File: src/rtl/stk_pkg.sv
package stk_pkg;
  typedef enum logic [1:0] {TAG_NONE = 2'd0, TAG_BYTE = 2'd1, TAG_RHI = 2'd2, TAG_RLO = 2'd3} rd_tag_e;
  typedef enum logic [1:0] {ST_IDLE = 2'd0, ST_CALL2 = 2'd1, ST_RET2 = 2'd2} seq_st_e;
  typedef enum logic [1:0] {STEP_NONE = 2'd0, STEP_DOWN = 2'd1, STEP_UP = 2'd2} step_e;
endpackage

File: src/rtl/stk_ptr_reg.sv
// Pointer register with split byte access; software write wins over stepping.
module stk_ptr_reg
  import stk_pkg::*;
#(
  parameter int unsigned ADDR_W = 16,   // 9..16
  parameter bit HAS_HIGH = 1'b1,
  parameter logic [ADDR_W-1:0] RESET_VAL = '1
) (
  input  logic              clk,
  input  logic              rst,
  input  step_e             step,
  input  logic              io_we,
  input  logic              io_sel,
  input  logic [7:0]        io_wdata,
  output logic [ADDR_W-1:0] sp_o,
  output logic [7:0]        io_rdata
);
  localparam int unsigned HI_W = ADDR_W - 8;
  localparam logic [ADDR_W-1:0] ONE = 1;

  logic [7:0]        lo_q;
  logic [HI_W-1:0]   hi_val;
  logic [ADDR_W-1:0] sp_step;

  assign sp_o = {hi_val, lo_q};

  always_comb begin
    case (step)
      STEP_DOWN: sp_step = sp_o - ONE;
      STEP_UP:   sp_step = sp_o + ONE;
      default:   sp_step = sp_o;
    endcase
  end

  always_ff @(posedge clk) begin
    if (rst) begin
      lo_q <= RESET_VAL[7:0];
    end else if (io_we) begin
      if (!io_sel) lo_q <= io_wdata;
    end else begin
      lo_q <= sp_step[7:0];
    end
  end

  generate
    if (HAS_HIGH) begin : g_hi
      logic [HI_W-1:0] hi_q;
      always_ff @(posedge clk) begin
        if (rst) begin
          hi_q <= RESET_VAL[ADDR_W-1:8];
        end else if (io_we) begin
          if (io_sel) hi_q <= io_wdata[HI_W-1:0];
        end else begin
          hi_q <= sp_step[ADDR_W-1:8];
        end
      end
      assign hi_val = hi_q;
    end else begin : g_nohi
      assign hi_val = '0;
    end
  endgenerate

  always_ff @(posedge clk) begin
    if (rst) io_rdata <= '0;
    else     io_rdata <= io_sel ? 8'(hi_val) : lo_q;
  end
endmodule

File: src/rtl/stk_seq.sv
// Command acceptance, two-beat sequencing and registered memory port.
module stk_seq
  import stk_pkg::*;
#(
  parameter int unsigned ADDR_W = 16,
  parameter logic [ADDR_W-1:0] PTR_MASK = '1,
  parameter logic [ADDR_W-1:0] BASE_V = 'h100
) (
  input  logic              clk,
  input  logic              rst,
  input  logic              cmd_push,
  input  logic              cmd_pop,
  input  logic              cmd_call,
  input  logic              cmd_ret,
  input  logic [7:0]        push_data,
  input  logic [15:0]       ret_addr_in,
  input  logic              io_we,
  input  logic [ADDR_W-1:0] sp,
  output step_e             step,
  output logic [ADDR_W-1:0] mem_addr,
  output logic              mem_we,
  output logic [7:0]        mem_wdata,
  output logic              mem_re,
  output rd_tag_e           rd_tag,
  output logic              busy,
  output logic              out_of_range
);
  localparam logic [ADDR_W-1:0] ONE = 1;

  seq_st_e           st_q;
  logic [7:0]        hi_byte_q;
  logic              accept;
  logic [ADDR_W-1:0] sp_up;
  logic              at_floor;

  assign accept   = (st_q == ST_IDLE) && !io_we
                    && $onehot({cmd_push, cmd_pop, cmd_call, cmd_ret});
  assign sp_up    = (sp + ONE) & PTR_MASK;
  assign at_floor = (sp <= BASE_V);
  assign busy     = (st_q != ST_IDLE);

  always_comb begin
    step = STEP_NONE;
    case (st_q)
      ST_IDLE: begin
        if (accept && (cmd_push || cmd_call)) step = STEP_DOWN;
        else if (accept)                      step = STEP_UP;
      end
      ST_CALL2: step = STEP_DOWN;
      ST_RET2:  step = STEP_UP;
      default:  step = STEP_NONE;
    endcase
  end

  always_ff @(posedge clk) begin
    if (rst) begin
      st_q         <= ST_IDLE;
      hi_byte_q    <= '0;
      mem_addr     <= '0;
      mem_we       <= 1'b0;
      mem_wdata    <= '0;
      mem_re       <= 1'b0;
      rd_tag       <= TAG_NONE;
      out_of_range <= 1'b0;
    end else begin
      mem_we       <= 1'b0;
      mem_re       <= 1'b0;
      rd_tag       <= TAG_NONE;
      out_of_range <= 1'b0;
      case (st_q)
        ST_IDLE: begin
          if (accept) begin
            if (cmd_push) begin
              mem_we       <= 1'b1;
              mem_addr     <= sp;
              mem_wdata    <= push_data;
              out_of_range <= at_floor;
            end else if (cmd_pop) begin
              mem_re   <= 1'b1;
              mem_addr <= sp_up;
              rd_tag   <= TAG_BYTE;
            end else if (cmd_call) begin
              mem_we       <= 1'b1;
              mem_addr     <= sp;
              mem_wdata    <= ret_addr_in[7:0];
              hi_byte_q    <= ret_addr_in[15:8];
              out_of_range <= at_floor;
              st_q         <= ST_CALL2;
            end else begin
              mem_re   <= 1'b1;
              mem_addr <= sp_up;
              rd_tag   <= TAG_RHI;
              st_q     <= ST_RET2;
            end
          end
        end
        ST_CALL2: begin
          mem_we       <= 1'b1;
          mem_addr     <= sp;
          mem_wdata    <= hi_byte_q;
          out_of_range <= at_floor;
          st_q         <= ST_IDLE;
        end
        ST_RET2: begin
          mem_re   <= 1'b1;
          mem_addr <= sp_up;
          rd_tag   <= TAG_RLO;
          st_q     <= ST_IDLE;
        end
        default: st_q <= ST_IDLE;
      endcase
    end
  end
endmodule

File: src/rtl/stk_rd_pipe.sv
// Collects bytes from the synchronous memory and forms fetch results.
module stk_rd_pipe
  import stk_pkg::*;
(
  input  logic        clk,
  input  logic        rst,
  input  rd_tag_e     rd_tag,
  input  logic [7:0]  mem_rdata,
  output logic [7:0]  pop_data,
  output logic        pop_valid,
  output logic [15:0] ret_addr_out,
  output logic        ret_valid
);
  rd_tag_e    tag_d;
  logic [7:0] hi_hold;

  always_ff @(posedge clk) begin
    if (rst) begin
      tag_d        <= TAG_NONE;
      hi_hold      <= '0;
      pop_data     <= '0;
      pop_valid    <= 1'b0;
      ret_addr_out <= '0;
      ret_valid    <= 1'b0;
    end else begin
      tag_d     <= rd_tag;
      pop_valid <= 1'b0;
      ret_valid <= 1'b0;
      case (tag_d)
        TAG_BYTE: begin
          pop_data  <= mem_rdata;
          pop_valid <= 1'b1;
        end
        TAG_RHI: hi_hold <= mem_rdata;
        TAG_RLO: begin
          ret_addr_out <= {hi_hold, mem_rdata};
          ret_valid    <= 1'b1;
        end
        default: ;
      endcase
    end
  end
endmodule

File: src/rtl/stkptr_unit.sv
module stkptr_unit
  import stk_pkg::*;
#(
  parameter int unsigned ADDR_W = 16,
  parameter bit HAS_HIGH = 1'b1,
  parameter int unsigned SRAM_BASE = 'h0100,
  parameter int unsigned SRAM_TOP = 'h08FF
) (
  input  logic              clk,
  input  logic              rst,
  input  logic              cmd_push,
  input  logic              cmd_pop,
  input  logic              cmd_call,
  input  logic              cmd_ret,
  input  logic [7:0]        push_data,
  input  logic [15:0]       ret_addr_in,
  input  logic              io_we,
  input  logic              io_sel,
  input  logic [7:0]        io_wdata,
  output logic [7:0]        io_rdata,
  output logic [ADDR_W-1:0] mem_addr,
  output logic              mem_we,
  output logic [7:0]        mem_wdata,
  output logic              mem_re,
  input  logic [7:0]        mem_rdata,
  output logic [7:0]        pop_data,
  output logic              pop_valid,
  output logic [15:0]       ret_addr_out,
  output logic              ret_valid,
  output logic              busy,
  output logic              out_of_range
);
  localparam logic [ADDR_W-1:0] PTR_MASK  = HAS_HIGH ? {ADDR_W{1'b1}} : ADDR_W'(8'hFF);
  localparam logic [ADDR_W-1:0] RESET_VAL = ADDR_W'(SRAM_TOP) & PTR_MASK;
  localparam logic [ADDR_W-1:0] BASE_V    = ADDR_W'(SRAM_BASE) & PTR_MASK;

  step_e             step_w;
  rd_tag_e           tag_w;
  logic [ADDR_W-1:0] sp_w;

  stk_ptr_reg #(.ADDR_W(ADDR_W), .HAS_HIGH(HAS_HIGH), .RESET_VAL(RESET_VAL)) ptr_i (
    .clk(clk), .rst(rst), .step(step_w), .io_we(io_we), .io_sel(io_sel),
    .io_wdata(io_wdata), .sp_o(sp_w), .io_rdata(io_rdata)
  );

  stk_seq #(.ADDR_W(ADDR_W), .PTR_MASK(PTR_MASK), .BASE_V(BASE_V)) seq_i (
    .clk(clk), .rst(rst), .cmd_push(cmd_push), .cmd_pop(cmd_pop),
    .cmd_call(cmd_call), .cmd_ret(cmd_ret), .push_data(push_data),
    .ret_addr_in(ret_addr_in), .io_we(io_we), .sp(sp_w), .step(step_w),
    .mem_addr(mem_addr), .mem_we(mem_we), .mem_wdata(mem_wdata),
    .mem_re(mem_re), .rd_tag(tag_w), .busy(busy), .out_of_range(out_of_range)
  );

  stk_rd_pipe rd_i (
    .clk(clk), .rst(rst), .rd_tag(tag_w), .mem_rdata(mem_rdata),
    .pop_data(pop_data), .pop_valid(pop_valid),
    .ret_addr_out(ret_addr_out), .ret_valid(ret_valid)
  );
endmodule

File: config.mk
export PLATFORM = sky130hd
export DESIGN_NAME = stkptr_unit
export DESIGN_NICKNAME = d
export VERILOG_FILES = /design/src/rtl/stk_pkg.sv /design/src/rtl/stk_ptr_reg.sv /design/src/rtl/stk_seq.sv /design/src/rtl/stk_rd_pipe.sv /design/src/rtl/stkptr_unit.sv
export SDC_FILE = /design/constraint.sdc
export NUM_CORES = 1
export LEC_CHECK = 0
export BUFFER_PORTS_ARGS = -buffer_cell sky130_fd_sc_hd__buf_2
export CAP_MARGIN = 10
export CELL_PAD_IN_SITES_DETAIL_PLACEMENT = 1
export CELL_PAD_IN_SITES_GLOBAL_PLACEMENT = 2
export CORE_UTILIZATION = 32
export CTS_CLUSTER_SIZE = 28
export DETAILED_ROUTE_END_ITERATION = 7
export HOLD_SLACK_MARGIN = 0.1
export PLACE_DENSITY_LB_ADDON = 0.1
export REMOVE_ABC_BUFFERS = 1
export SLEW_MARGIN = 20
export SYNTH_ARGS = -nofsm -noshare
export SYNTH_HDL_FRONTEND = slang
export SYNTH_SLANG_ARGS = --single-unit
File: constraint.sdc
create_clock -name clk -period 5.45 [get_ports clk]
set_clock_uncertainty 0.2 [all_clocks]
set_input_delay 1.3625 -clock clk [delete_from_list [all_inputs] [get_ports clk]]
set_output_delay 1.3625 -clock clk [all_outputs]
set_load 0.005 [all_outputs]
* After elaboration in Yosys (flattened, before gate mapping)
Cells that the tools add are included.
** Cells by class
- Magnitude comparators :: 1
- Bitwise operators :: 3
- Reductions and logical operators :: 17
- Add/subtract/negate cells :: 5
- Mux-type cells :: 42
- Eq/ne operators :: 13
** Operators by type and width (count)
- $mux 8 :: 9
- $mux 16 :: 4
- $pmux 16 s3 :: 1
- $pmux 16 s2 :: 1
- $add 16x1->16 const B :: 1
- $le 16x9->1 const B :: 1
- $pmux 8 s2 :: 1
- $sub 16x1->16 const B :: 1
- $mux 1 :: 14
- $mux 2 :: 7
- $eq 2x2->1 const B :: 4
- $eq 2x1->1 const B :: 3
- $ne 3x3->1 const B :: 2
- $pmux 1 s2 :: 3
- $pmux 2 s3 :: 1
- $reduce_and 2->1 :: 3
- $reduce_bool 3->1 :: 2
- $reduce_and 5->1 :: 1
- $add 1x1->2 :: 2
- $ne 2x1->1 const B :: 2
- $pmux 2 s2 :: 1
- $reduce_and 4->1 :: 1
- $reduce_bool 2->1 :: 2
- $add 3x3->3 :: 1
- 9 further kinds :: 13
** Storage, ports and cells
- Output and inout bits :: 62
- Register bits after elaboration :: 99
- Bits of input ports :: 48

* Logic depth before layout (Yosys ltp)
Gate-level depths: netlist of run 1.
- Depth in word-level cells :: 10
- Gate-level depth with buffers :: 13
- Depth with buffers taken out :: 9

* Hierarchy
From an unflattened synthesis of run 1, not the netlist that was laid out.
** Unflattened totals
- Cells, all modules :: 682
- Area, all modules :: 5889.4 um^2
** By module, submodules not included
- stk_seq :: area an instance 2652.5 um^2, times used 1, cells an instance 326, sequential area each 780.7 um^2
- stk_ptr_reg :: area an instance 1834.3 um^2, times used 1, cells an instance 229, sequential area each 480.5 um^2
- stk_rd_pipe :: area an instance 1402.6 um^2, times used 1, cells an instance 127, sequential area each 720.7 um^2

* Least setup slack after synthesis of run 1
Ideal clock, no wire load.
- Path kind :: input port to flip-flop
- Start :: input port cmd_push
- End :: register ptr_i.g_hi.hi_q[0]
- Arrival time :: 4.591 ns
- Library setup time :: 0.120 ns
- Cell stages on the path :: 13
- Path buffers :: 4
- Setup slack :: 0.540 ns
- Required time :: 5.130 ns
- Cell sequence :: clkbuf_1 > buf_1 > inv_1 > ha_1 > ha_1 > fa_1 > nand4bb_1 > buf_4 > or4_4 > and3b_1 > buf_6 > mux2i_1 > o31a_1
** Between the ends
- Cells in the longest elaborated chain, start to end :: 10
- Elaborated cells between the ends (all ways) :: 15
- Those cells by class :: add/sub (2); eq/ne (3); mux (5); reduce/logical (5)
** Ends and longest elaborated chain
- start, declared :: RTL line stkptr_unit.sv:11 : input logic cmd_push,
- $add 1x1->2 (not written as such) :: RTL line stk_seq.sv:37 : && $onehot({cmd_push, cmd_pop, cmd_call, cmd_ret});
- $add 3x3->3 (not written as such) :: RTL line stk_seq.sv:37
- $eq 3x1->1 :: RTL line stk_seq.sv:37
- $logic_and 1x1->1 :: RTL line stk_seq.sv:37
- $mux 2 or $logic_and 1x1->1 (tied branches) :: RTL line stk_seq.sv:47, stk_seq.sv:46
- $mux 2 * :: RTL line stk_seq.sv:46 : if (accept && (cmd_push || cmd_call)) step = STEP_DOWN;
- $pmux 2 s3 * :: RTL line stk_seq.sv:44 : case (st_q)
- $eq 2x2->1 or $eq 2x1->1 (tied branches) :: RTL line stk_ptr_reg.sv:28 : case (step)
- $pmux 16 s2 or $reduce_bool 3->1 (tied branches)
- $mux 8 or $reduce_and 2->1 (tied branches)
- end signal, assigned :: RTL line stk_ptr_reg.sv:50 : hi_q <= RESET_VAL[ADDR_W-1:8];
- end signal, assigned :: RTL line stk_ptr_reg.sv:52 : if (io_sel) hi_q <= io_wdata[HI_W-1:0];
- end signal, assigned :: RTL line stk_ptr_reg.sv:54 : hi_q <= sp_step[ADDR_W-1:8];
- end, declared :: RTL line stk_ptr_reg.sv:47 : logic [HI_W-1:0] hi_q;
Every way passes the cells marked *; elsewhere a longest branch is shown, timed or not.
A chain may end at the register's enable or synchronous reset.

* Final worst setup path of run 1
Ends and elaborated chain as after synthesis.

==> results of run 1 <==
==> final cells by class <==
cell class / instances / area (um2) / share of cell area, %
Clock inverter: 6 / 57.6 / 0.925
Clock buffer: 10 / 239 / 3.84
Tap cell: 216 / 270 / 4.35
Multi-Input combinational cell: 484 / 3000 / 48.3
Timing Repair Buffer: 118 / 613 / 9.86
Sequential cell: 99 / 1980 / 31.9
Inverter: 15 / 56.3 / 0.905
==> layout by cell type (no fill, tap or decap), types with 7 or more instances in the layout <==
master | synthesis | final
a31oi_1 | 7 | 7
buf_2 | 10 | 109
and3_1 | 9 | 9
clkbuf_16 | 0 | 9
nand4_1 | 10 | 10
nand3_1 | 18 | 18
dfxtp_1 | 99 | 99
or4_1 | 7 | 7
mux2i_1 | 43 | 43
nor3_1 | 18 | 18
nor2_1 | 62 | 62
nor4_1 | 9 | 9
a21oi_1 | 58 | 58
buf_4 | 3 | 9
o21ai_0 | 26 | 26
inv_1 | 15 | 15
nand2_1 | 86 | 86
ha_1 | 11 | 11
==> worst max path at each step <==
stage	startpoint	depth (start not counted)	to	slack [ns]
final	cmd_push	10	ptr_i.g_hi.hi_q[0]	0.92
after global routing	cmd_push	10	ptr_i.g_hi.hi_q[0]	0.75
after CTS	cmd_push	10	ptr_i.g_hi.hi_q[0]	0.93
after detailed placement	cmd_push	10	ptr_i.g_hi.hi_q[0]	0.55
after global placement	cmd_push	10	ptr_i.g_hi.hi_q[0]	0.64
after floorplan	cmd_push	9	ptr_i.g_hi.hi_q[0]	1.08
==> metal layers <==
| metal | part of all wire [%] | global-route usage, % |
|---|---|---|
| met5 | 0 | 0 |
| met3 | 4.1 | 3.34 |
| met4 | 1.6 | 6.29 |
| met1 | 49 | 29.8 |
| met2 | 46 | 33.9 |
==> cell families after synthesis <==
| family | Yosys count |
|---|---|
| simple gates | 271 |
| compound gates | 149 |
| flops | 99 |
| buf+inv | 71 |
| mux | 45 |
| fa+ha+maj | 12 |
| xor+xnor | 7 |
==> where the power goes <==
part	total, W	internal, W	switching (W)
combinational	0.000343	0.000136	0.000207
clock	0.000640	0.000331	0.000310
sequential	0.000826	0.000761	0.0000651
total	0.00181	0.00123	0.000582
==> stage by stage <==
step | power (W) | hold WS, ns | utilization (%) | cell area [um2]
finish | 0.00181 | 0.245 | 38.9 | 6220
global route | 0.00191 | 0.266 | 38.9 | 6220
CTS | 0.00183 | 0.246 | 38.9 | 6220
detailed placement | 0.00119 | 0.229 | 37.0 | 5920
global placement | 0.00118 | 0.229 | 37.0 | 5920
floorplan | 0.00102 | 0.214 | - | 5040
==> impl_metrics.py, run 1 <==
metrics = {
    "sta": {
        "period_share_pct": 83.0,
        "setup_viol": 0,
        "tightest_slew_ns": 0.824,
        "min_period_ns": 4.53,
        "slew_violations": 0,
        "hold_viol_final": 0,
        "setup_slack_ns": 0.925,
        "maxSlewHeadroom_pct": 44.9,
        "rsz0062_at_grt": "false",
        "fin_setup_tns_ns": 0,
        "fmax_ghz": 0.221,
    },
    "placement": {
        "gp_congestion": 0.882,
        "dp_hpwl_um": 12800,
        "port_buffers": 109,
        "pre_cts_slack_ns": 0.553,
        "dp_cells": 932,
    },
    "yosys": {
        "yosysUniqueCellTypes": 69,
        "synth_cells": 654,
        "synth_area_leaders": "dfxtp_1 38%, mux2i_1 8.1%, nand2_1 6.1%",
        "async_flop_share_pct": 0,
        "synth-main-ff-cell": "dfxtp_1",
        "synth_fa_ha_area_share_pct": 2.99,
        "synth_warnings": 0,
        "synth_edf_count": 0,
        "synth_area_per_cell_um2": 8.08,
        "syn_area_um2": 5280,
        "synth-seq-cells": 99,
        "synth_largest_area_cell": "dfxtp_1",
        "yosysMostFrequentCell": "dfxtp_1",
        "synthXorXnorAreaFrac_pct": 1.16,
        "yosys.area_share.simple_pct": 26.0,
        "synth_top_family_by_area": "simple AND/OR/NAND/NOR gates",
        "synth_top_area_share_pct": 37.5,
        "yosysSeqAreaShare_pct": 37.5,
        "synth_common_cells": "99 x dfxtp_1, 86 x nand2_1, 62 x nor2_1",
        "synth_compound_area_share_pct": 18.1,
        "synth.mux.area_fraction_pct": 8.58,
    },
    "global_route": {
        "grt_overflow": 0,
        "antenna_found_initial": 0,
        "grt_pass1_vias": 4958,
        "grt_usage_pct": 21.4,
        "grt_pass1_wl_um": 27500,
        "grt_start_max_net_pins": 73,
    },
    "routing": {
        "avgViaCountPerCell": 5.47,
        "drt_iter0_drc": 282,
        "route.detailed.drc": 0,
        "firstDrtPassIters": 4,
        "wirelength_um": 17800,
        "vias": 5186,
        "wl_per_cell_um": 18.8,
        "drtAntennaViolNets": 0,
    },
    "run_status": {
        "status": "finished clean",
    },
    "clock_network": {
        "htreeDepth": 3,
        "cts_tree": "built",
        "post_cts_buffers": 0,
        "clock_path_buffers": 2,
        "path_clk_slew_ns": 0.07,
        "cts_resized": 0,
        "numCtsBuffers": 9,
        "cts_hold_buf": 0,
        "clock-root-buffer": "clkbuf_16",
        "cts_sinks": 99,
        "insertion_delay_ns": 0.35,
    },
    "setup_path": {
        "cp-end-kind": "flop",
        "worstPathCellList": "buf_2 > inv_1 > ha_1 > ha_1 > fa_1 > nand4bb_1 > or4_4 > and3b_1 > o2111a_1 > o31a_1",
        "cp_max_fo": 11,
        "worst-setup-path-type": "primary input to flop",
        "crit_arrival_ns": 4.57,
        "crit_buf_inv": 2,
        "worstReg2RegStart": "seq_i.st_q[0]",
        "reg2reg_slack_ns": 2.27,
        "cp-start-kind": "primary input",
        "critical-path-top-delay-family": "simple AND/OR/NAND/NOR gates",
        "cp_common_cell": "ha_1",
        "worst-r2r-cell-count": 7,
        "max_stage_delay_ns": 0.70,
        "crit_slowest_cell": "or4_4",
        "worstPathRequired_ns": 5.50,
        "rr_endpoint": "ptr_i.g_hi.hi_q[0]",
    },
    "min_path": {
        "hold_end": "rd_i.tag_d[1]",
        "min_from": "seq_i.rd_tag[1]",
        "hold_class": "flop to flop",
        "min_path_cells": 1,
    },
    "layout": {
        "fin_nets": 787,
        "drive_gt1_share_pct": 20.4,
        "area.growth.synth_to_final_pct": 17.8,
        "layout.cells.non_filler": 948,
        "fill_cells": 1985,
        "largestRegisters": "rd_i.ret_addr_out x16, seq_i.mem_addr x16",
        "diodes": 0,
    },
    "die": {
        "die_y_um": 130,
        "initial_core_util_pct": 33.0,
        "core_um2": 16000,
        "fp.dieArea_um2": 17000,
        "die_w_um": 130,
        "pin_count": 110,
        "placementRows": 46,
    },
    "job": {
        "maxCapViolCount": 0,
    },
    "power_and_ir_drop": {
        "leakage_nw": 2.65,
        "irDropWorstVdd_uv": 144,
        "pwr_density_cell_nw_per_um2": 291,
    },
}
Note: power is estimated with default switching activity, not from simulation.
==> run 2, diff against run 1 <==
ABC_AREA = 1   (was default)
CORE_UTILIZATION = 29   (was 32)
clock period = 4.7 ns   (was 5.45 ns; I/O delays follow)
==> run 2 against run 1 <==
Flip-flop and latch count is the same. Global-route usage decreased by 0.080 points. Worst setup slack lost 0.078 ns. Worst hold slack got worse by 0.049 ns. Critical path type unchanged.
==> impl_metrics.py, run 2 <==
metrics = {
    "layout": {
        "area.growth.synth_to_final_pct": 18.9,
        "mostFrequentLayoutCell": "nand2_1",
        "largestRegisters": "rd_i.ret_addr_out x16, seq_i.mem_addr x16",
        "fin_nets": 960,
        "layout.cells.non_filler": 1130,
        "drive_gt1_share_pct": 16.1,
        "diodes": 0,
        "layout_common_cells": "188 x nand2_1, 147 x nor2_1, 109 x buf_2",
    },
    "die": {
        "core_um2": 17500,
        "initial_core_util_pct": 30.1,
        "fp.dieArea_um2": 18800,
        "pin_count": 110,
        "die_y_um": 137,
        "placementRows": 48,
        "die_w_um": 137,
    },
    "clock_network": {
        "clock_path_buffers": 2,
        "cts_hold_buf": 0,
        "post_cts_buffers": 0,
        "numCtsBuffers": 9,
        "clock-root-buffer": "clkbuf_16",
        "insertion_delay_ns": 0.36,
        "cts_sinks": 99,
        "cts_resized": 0,
        "cts_tree": "built",
        "htreeDepth": 3,
        "path_clk_slew_ns": 0.08,
    },
    "placement": {
        "dp_hpwl_um": 14000,
        "dp_cells": 1114,
        "gp_congestion": 0.854,
        "port_buffers": 109,
    },
    "yosys": {
        "synth_area_leaders": "dfxtp_1 38%, nand2_1 13%, nor2_1 10%",
        "async_flop_share_pct": 0,
        "synth_warnings": 0,
        "yosysMostFrequentCell": "nand2_1",
        "synth_common_cells": "188 x nand2_1, 147 x nor2_1, 104 x o21ai_0",
        "syn_area_um2": 5280,
        "synth_top_area_share_pct": 37.5,
        "synth_largest_area_cell": "dfxtp_1",
        "synth_cells": 817,
        "synth_area_per_cell_um2": 6.47,
        "yosysUniqueCellTypes": 37,
        "synth-seq-cells": 99,
        "synth-main-ff-cell": "dfxtp_1",
        "yosysSeqAreaShare_pct": 37.5,
        "synth_edf_count": 0,
    },
    "setup_path": {
        "crit_start": "cmd_push",
        "crit_cells": 15,
        "max_stage_delay_ns": 0.44,
        "reg2reg_slack_ns": 2.07,
        "worstPathRequired_ns": 4.72,
        "critical-path-top-delay-family": "simple AND/OR/NAND/NOR gates",
        "cp_common_cell": "nor2_1",
        "crit_buf_inv": 3,
        "crit_arrival_ns": 3.88,
        "worstPathCellList": "buf_2 > inv_1 > ha_1 > ha_1 > fa_1 > nor2_1 > nand3_2 > nor2_1 > nor2_1 > nand2_2 > nand3_4 > nand2_2 > inv_2 > nand2_1 > nand3_1",
        "rr_endpoint": "ptr_i.lo_q[1]",
        "cp_max_fo": 11,
        "endpoint": "ptr_i.lo_q[1]",
        "worst-r2r-cell-count": 13,
        "worstReg2RegStart": "seq_i.st_q[1]",
        "cp-end-kind": "flop",
        "worst-setup-path-type": "primary input to flop",
        "cp-start-kind": "primary input",
        "crit_slowest_cell": "fa_1",
    },
    "power_and_ir_drop": {
        "switching_share_pct": 34.9,
        "pwr_density_cell_nw_per_um2": 349,
        "p_int_w": 0.00143,
        "p_total_w": 0.00219,
        "seq_power_share_pct": 43.7,
        "leakage_nw": 2.95,
        "irDropWorstVdd_uv": 168,
        "p_sw_w": 0.000765,
        "p_comb_share_pct": 20.9,
        "pwr-share-clk_pct": 35.4,
    },
    "routing": {
        "firstDrtPassIters": 4,
        "wl_per_cell_um": 16.9,
        "drtAntennaViolNets": 0,
        "drt_iter0_drc": 359,
        "wirelength_um": 19100,
        "vias": 5621,
        "avgViaCountPerCell": 4.97,
        "route.detailed.drc": 0,
    },
    "global_route": {
        "antenna_found_initial": 0,
        "grt_overflow": 0,
        "grt_pass1_vias": 5620,
        "grt_pass1_wl_um": 30500,
        "grt_usage_pct": 21.3,
        "grt_start_max_net_pins": 60,
    },
    "min_path": {
        "min_from": "seq_i.rd_tag[1]",
        "min_path_cells": 2,
        "hold_class": "flop to flop",
    },
    "sta": {
        "setup_viol": 0,
        "fin_setup_tns_ns": 0,
        "slew_violations": 0,
        "fmax_ghz": 0.260,
        "maxSlewHeadroom_pct": 45.1,
        "rsz0062_at_grt": "false",
        "min_period_ns": 3.85,
        "period_share_pct": 82.0,
        "hold-worst-slack_ns": 0.196,
        "hold_viol_final": 0,
        "tightest_slew_ns": 0.823,
    },
    "job": {
        "maxCapViolCount": 0,
    },
    "run_status": {
        "status": "finished clean",
    },
}
## run 2: cell count changes after synthesis, moves of 11 or more
cell,delta
nand2_1,+102
nor2_1,+85
o21ai_0,+78
nand3_1,+58
mux2i_1,-43
inv_1,+30
nor3_1,-17
clkbuf_1,-11
## run 2: worst min path at each step
| stage | to |
|---|---|
| finish | rd_i.tag_d[1] |
| global route | rd_i.tag_d[1] |
| CTS | rd_i.tag_d[1] |
| detailed placement | rd_i.tag_d[1] |
| global placement | rd_i.tag_d[0] |
| floorplan | rd_i.tag_d[0] |
## run 2: layout make-up
cell class / count / area [um2]
clock buffers: 9 / 225
clock inverters: 7 / 80.1
fillers: 2333 / 11300
inverters: 49 / 184
multi-input cells: 624 / 2920
flip-flops and latches: 99 / 1980
well taps: 225 / 282
repair buffers: 117 / 606
## run 2: power by group through the flow
stage          Combinational (W)  Sequential [W]  Clock (W)
3_5_place_dp            0.000458        0.000977          0
5_1_grt                 0.000527        0.000966   0.000826
6_report                0.000459        0.000958   0.000775
2_1_floorplan           0.000282        0.000956          0
3_3_place_gp            0.000448        0.000977          0
4_1_cts                 0.000461        0.000958   0.000803
## run 2: worst reg2reg max path, delay by kind of cell, from the launching register on
family	cells	cell delay, ns
flip-flops	1	0.34
buffers and inverters	3	0.35
AND/OR/NAND/NOR	9	1.32
adder cells (fa/ha/maj)	1	0.29
## run 2: through the flow
step           cell area [um2]  worst slack [ns]  util [%]
6_report                  6280             0.847      35.8
3_3_place_gp              5970             0.578      34.1
3_5_place_dp              5970             0.456      34.1
2_1_floorplan             5090             0.702         -
5_1_grt                   6280             0.565      35.8
4_1_cts                   6280             0.846      35.8
## run 2: layer usage
metal  vias up  wire length (um)  GRT usage (%)  share of wire (%)
met4         0               307           6.96                1.6
met5         -                 0              0                  0
met2       110              8710           34.5                 45
li1       2843                 -              -                  -
met1      2650              9300           28.6                 49
met3        18               826           3.41                4.3
## run 2: logic make-up after synthesis
group | share of synthesized area, %
AND/OR/NAND/NOR | 33.6
flip-flops | 37.5
XOR/XNOR | 1.49
AO/OA/AOI/OAI | 17.2
buffers and inverters | 7.20
adder cells (fa/ha/maj) | 2.98
